### config.mk
export PLATFORM = sky130hd
export DESIGN_NAME = cvt_sample_sequencer
export DESIGN_NICKNAME = d
export VERILOG_FILES = /design/src/rtl/smp_pkg.sv /design/src/rtl/smp_rate_div.sv /design/src/rtl/smp_frame_fsm.sv /design/src/rtl/smp_delay_line.sv /design/src/rtl/cvt_sample_sequencer.sv
export SDC_FILE = /design/constraint.sdc
export NUM_CORES = 1
export LEC_CHECK = 0
export ABC_AREA = 0
export CAP_MARGIN = 40
export CORE_MARGIN = 1.5
export CORE_UTILIZATION = 35
export CTS_CLUSTER_DIAMETER = 100
export DETAILED_ROUTE_END_ITERATION = 10
export DONT_BUFFER_PORTS = 1
export PLACE_DENSITY = 0.45
export SYNTH_ARGS = -nofsm -noshare
export SYNTH_HDL_FRONTEND = slang
export SYNTH_SLANG_ARGS = --single-unit
export TNS_END_PERCENT = 5
### constraint.sdc
create_clock -name clk -period 4.8 [get_ports clk]
set_clock_uncertainty 0.2 [all_clocks]
set_input_delay 0.48 -clock clk [delete_from_list [all_inputs] [get_ports clk]]
set_output_delay 0.48 -clock clk [all_outputs]
set_load 0.01 [all_outputs]
### src/rtl/smp_pkg.sv
package smp_pkg;

    typedef enum logic [1:0] {
        PH_IDLE = 2'd0,
        PH_ACQ  = 2'd1,
        PH_DAC  = 2'd2
    } phase_e;

    typedef struct packed {
        logic rd_en;
        logic wr_en;
        logic done;
    } seq_ctl_t;

    // Nearest whole number of clocks per sample, halves rounded up.
    function automatic int unsigned ticks_per_sample(int unsigned clk_hz, int unsigned fs_hz);
        return (clk_hz + fs_hz / 2) / fs_hz;
    endfunction

    // Bits needed to count 0 .. n-1, never less than one.
    function automatic int unsigned cnt_width(int unsigned n);
        return (n <= 2) ? 1 : $clog2(n);
    endfunction

endpackage

### src/rtl/smp_rate_div.sv
module smp_rate_div #(
    parameter int unsigned PERIOD = 1134
) (
    input  logic clk,
    input  logic rst,
    output logic tick_o
);
    localparam int unsigned CW = smp_pkg::cnt_width(PERIOD);
    localparam logic [CW-1:0] LAST = CW'(PERIOD - 1);

    logic [CW-1:0] cnt_q;

    always_ff @(posedge clk) begin
        if (rst) begin
            cnt_q <= '0;
        end else if (cnt_q == LAST) begin
            cnt_q <= '0;
        end else begin
            cnt_q <= cnt_q + 1'b1;
        end
    end

    assign tick_o = (cnt_q == LAST);
endmodule

### src/rtl/smp_frame_fsm.sv
module smp_frame_fsm #(
    parameter int unsigned FRAME_CLKS = 32
) (
    input  logic              clk,
    input  logic              rst,
    input  logic              tick_i,
    output smp_pkg::seq_ctl_t ctl_o
);
    import smp_pkg::*;

    localparam int unsigned CW = cnt_width(FRAME_CLKS);
    localparam logic [CW-1:0] LAST = CW'(FRAME_CLKS - 1);

    phase_e        phase_q, phase_d;
    logic [CW-1:0] cnt_q, cnt_d;
    logic          pend_q, pend_d;
    logic          last, req, accept;

    assign last = (cnt_q == LAST);
    assign req  = tick_i | pend_q;

    always_comb begin
        phase_d = phase_q;
        cnt_d   = cnt_q;
        accept  = 1'b0;
        case (phase_q)
            PH_IDLE: begin
                cnt_d = '0;
                if (req) begin
                    phase_d = PH_ACQ;
                    accept  = 1'b1;
                end
            end
            PH_ACQ: begin
                if (last) begin
                    phase_d = PH_DAC;
                    cnt_d   = '0;
                end else begin
                    cnt_d = cnt_q + 1'b1;
                end
            end
            PH_DAC: begin
                if (last) begin
                    cnt_d = '0;
                    if (req) begin
                        phase_d = PH_ACQ;
                        accept  = 1'b1;
                    end else begin
                        phase_d = PH_IDLE;
                    end
                end else begin
                    cnt_d = cnt_q + 1'b1;
                end
            end
            default: begin
                phase_d = PH_IDLE;
                cnt_d   = '0;
            end
        endcase
        // A served request clears the pending slot; a surplus tick is lost.
        pend_d = accept ? 1'b0 : (pend_q | tick_i);
    end

    always_ff @(posedge clk) begin
        if (rst) begin
            phase_q <= PH_IDLE;
            cnt_q   <= '0;
            pend_q  <= 1'b0;
        end else begin
            phase_q <= phase_d;
            cnt_q   <= cnt_d;
            pend_q  <= pend_d;
        end
    end

    always_comb begin
        ctl_o.rd_en = (phase_q == PH_ACQ);
        ctl_o.wr_en = (phase_q == PH_DAC);
        ctl_o.done  = (phase_q == PH_ACQ) && last;
    end
endmodule

### src/rtl/smp_delay_line.sv
module smp_delay_line #(
    parameter int unsigned W    = 12,
    parameter int unsigned TAPS = 8
) (
    input  logic              clk,
    input  logic              rst,
    input  logic              shift_i,
    input  logic [W-1:0]      din_i,
    output logic [TAPS*W-1:0] taps_o
);
    logic [W-1:0] stage_q [TAPS];

    for (genvar g = 0; g < TAPS; g++) begin : g_stage
        logic [W-1:0] src;
        if (g == 0) begin : g_head
            assign src = din_i;
        end else begin : g_body
            assign src = stage_q[g-1];
        end

        always_ff @(posedge clk) begin
            if (rst) begin
                stage_q[g] <= '0;
            end else if (shift_i) begin
                stage_q[g] <= src;
            end
        end

        assign taps_o[g*W +: W] = stage_q[g];
    end
endmodule

### src/rtl/cvt_sample_sequencer.sv
module cvt_sample_sequencer #(
    parameter int unsigned CLK_HZ     = 50_000_000,
    parameter int unsigned FS_HZ      = 44_100,
    parameter int unsigned SCLK_DIV   = 2,
    parameter int unsigned FRAME_BITS = 16,
    parameter int unsigned SAMPLE_W   = 12,
    parameter int unsigned TAPS       = 8
) (
    input  logic                     clk,
    input  logic                     rst,
    input  logic [SAMPLE_W-1:0]      adc_word_i,
    input  logic [SAMPLE_W-1:0]      dac_word_i,
    output logic                     sample_tick_o,
    output logic                     adc_rd_en_o,
    output logic                     adc_cs_n_o,
    output logic                     sample_done_o,
    output logic                     dac_wr_en_o,
    output logic                     dac_sync_n_o,
    output logic [SAMPLE_W-1:0]      dac_word_o,
    output logic [TAPS*SAMPLE_W-1:0] taps_o
);
    localparam int unsigned PERIOD     = smp_pkg::ticks_per_sample(CLK_HZ, FS_HZ);
    localparam int unsigned FRAME_CLKS = FRAME_BITS * SCLK_DIV;

    smp_pkg::seq_ctl_t ctl;
    logic              tick;
    logic [SAMPLE_W-1:0] dac_word_q;

    smp_rate_div #(.PERIOD(PERIOD)) u_div (
        .clk    (clk),
        .rst    (rst),
        .tick_o (tick)
    );

    smp_frame_fsm #(.FRAME_CLKS(FRAME_CLKS)) u_fsm (
        .clk    (clk),
        .rst    (rst),
        .tick_i (tick),
        .ctl_o  (ctl)
    );

    smp_delay_line #(.W(SAMPLE_W), .TAPS(TAPS)) u_dly (
        .clk     (clk),
        .rst     (rst),
        .shift_i (ctl.done),
        .din_i   (adc_word_i),
        .taps_o  (taps_o)
    );

    always_ff @(posedge clk) begin
        if (rst) begin
            dac_word_q <= '0;
        end else if (ctl.done) begin
            dac_word_q <= dac_word_i;
        end
    end

    assign sample_tick_o = tick;
    assign adc_rd_en_o   = ctl.rd_en;
    assign adc_cs_n_o    = ~ctl.rd_en;
    assign sample_done_o = ctl.done;
    assign dac_wr_en_o   = ctl.wr_en;
    assign dac_sync_n_o  = ~ctl.wr_en;
    assign dac_word_o    = dac_word_q;
endmodule

==> metrics <==
status finished, final reports clean; Synth Instances 350; # Max-Cap Violations 0; core area 0.0133 mm^2; #FFs+latches synth 127; Slew Limit Headroom 52.4%; DRC marker count from the first detailed-route iteration around 130; synthesized area 0.00482 mm^2; Post-synth top cells 96 x and2_1, 96 x edfxtp_1, 31 x dfxtp_1; grt ovf 0; Arr. time, crit path just over 3 ns; Row Count 42; RSZ-0062 raised after global routing no; synth top area cells edfxtp_1 60%, dfxtp_1 13%, and2_1 12%; vias around 2500; Hold Path Class input pin to flop; hpwl dp about 5400 um; final setup TNS 0 ns; minimum clock period 2.93 ns; Total GRT Usage 12.2%; max-slew violation count 0; CTS tree yes; Horiz. Die Dim 120 um; part of the cycle the worst path needs slightly above 60%; clock sinks 127; layout cells sized above 1 7.43%; fin util 42.0%; hold slack final about 0.026 ns; Fmax about 0.34 GHz; Startpoint Class flop; Peak supply drop 0.216 mV; Top-Level Pins 140; Num CTS Buffers 17; final estimated routing congestion in global placement about 0.75; DRC violations left 0; Routed WL per cell ~15 um; Initial Utilization 36.1%; die height 120 um; dpl cells 514; pin count of the biggest net entering global routing 97; dominant synthesized flop cell edfxtp_1; Synth cell types 31; Slew @ Worst Pin 0.714 ns; Worst-path clk slew 0.05 ns; CP Class flop to flop; vias per inst ~4.5; root buf cell clkbuf_16; # setup viols final 0; first-pass GRT wire length 13200 um; DRT Pass-1 Iters 4; Worst EP required between 4 and 5 ns; number of global-route vias before repair between 2000 and 3000; area share of the largest cell type after synthesis around three fifths; LEAKAGE 1.98 nW; Non-Filler Instances 553; Synth area leader edfxtp_1; worst-skew pair later-pin latency 0.40 ns; Seq/Total Area, Yosys about 73%; antenna viol nets, final 0; PwrDens approximately 430 mW/mm^2; synth warn 0; DIE AREA 0.0145 mm^2; PortBufs 0; crit-path max FO 16; final WL 8480 um; EDFF count, synth 96; Mapped Nets 384; area grow syn2layout 16.5%; Worst Setup End Kind flop; # nets final 400; Setup Fix Bufs, Post-CTS 0; Inserted Diodes 0; H-tree depth 4; antenna violations before repair 0; Post-Syn Area per Cell 13.8 um^2; clock buffer depth 2; Final Hold Viols 0; asr flop ratio synth 0%
==> logic make-up (layout without fill, tap and decap cells) <==
family	Yosys count	count (layout)	synth area share, %
AO/OA/AOI/OAI	19	19	2.52
flip-flops	127	127	72.7
adder cells (fa/ha/maj)	8	8	2.08
XOR/XNOR	11	11	2.00
AND/OR/NAND/NOR	162	162	18.8
buffers and inverters	23	50	1.90
==> layout make-up <==
type	instances	area, um^2
clock buffer	19	433
clock inverter	11	76.3
fill	1257	7740
inverter	8	30.0
multi-input combinational	200	1230
sequential	127	3500
tap	176	220
timing repair buffer	12	113
==> where the power goes <==
group	switching, W	total, W	internal, W	leakage, nW
logic	0.0000223	0.0000319	0.00000964	0.568
registers	0.0000497	0.00127	0.00122	1.17
clock network	0.000416	0.00111	0.000690	0.241
total	0.000488	0.00241	0.00192	1.98
==> registers in the layout, summed over array words and instances, names as in the netlist <==
name / flops
dac_word_o: 12
u_div.cnt_q: 11
u_dly.stage_q: 96
u_fsm.cnt_q: 5
u_fsm.pend_q: 1
u_fsm.phase_q: 2
==> through the flow <==
stage / instance area, um^2 / setup slack [ns] / power, W
after floorplan: 4820 / 0.888 / 0.00131
after global placement: 5010 / 1.91 / 0.00132
after detailed placement: 5010 / 1.86 / 0.00132
after CTS: 5600 / 1.85 / 0.00245
after global routing: 5610 / 1.66 / 0.00251
final: 5610 / 1.87 / 0.00241
==> placed cells by master (no fill, tap or decap), drive strengths merged, types with 4 or more instances in the layout <==
cell	instances
and2	96
xor2	5
dfxtp	31
inv	8
dlygate4sd3	9
clkbuf	19
ha	8
and3	4
xnor2	6
clkinv	8
nor2	18
nand2	29
edfxtp	96
a21oi	14
==> repair_timing <==
item | in CTS | in global routing
endpoints found under the hold margin | 15 | 1
hold buffers | 8 | 1
setup endpoints to repair | 0 | 0
resized for setup | 0 | 0
==> path summary, 6_finish.rpt <==
path | cells after the start | end | slack, ns | start
min reg2reg | 1 | u_fsm.cnt_q[0]$_SDFF_PP0_ | 0.25 | u_fsm.cnt_q[0]$_SDFF_PP0_
min | 2 | dac_word_o[8]$_SDFFE_PP0P_ | 0.03 | dac_word_i[8]
max reg2reg | 8 | dac_word_o[2]$_SDFFE_PP0P_ | 1.87 | u_fsm.cnt_q[0]$_SDFF_PP0_
max | 8 | dac_word_o[2]$_SDFFE_PP0P_ | 1.87 | u_fsm.cnt_q[0]$_SDFF_PP0_
==> layer usage <==
| metal | global-route usage (%) | part of all wire (%) |
|---|---|---|
| met1 | 12.2 | 37 |
| met2 | 18.9 | 47 |
| met3 | 8.77 | 14 |
| met4 | 6.69 | 2.1 |
| met5 | 0 | 0 |
==> worst max-delay path, stage by stage (launching register included) <==
cell and delay (ns):
dfxtp_1 0.32, ha_1 0.22, and3_1 0.15, ha_1 0.24
nand2_1 0.49, inv_1 0.38, nand2_1 0.16, a21oi_1 0.07
dlygate4sd3_1 0.58
No activity file was read; power rests on OpenSTA's default activity.
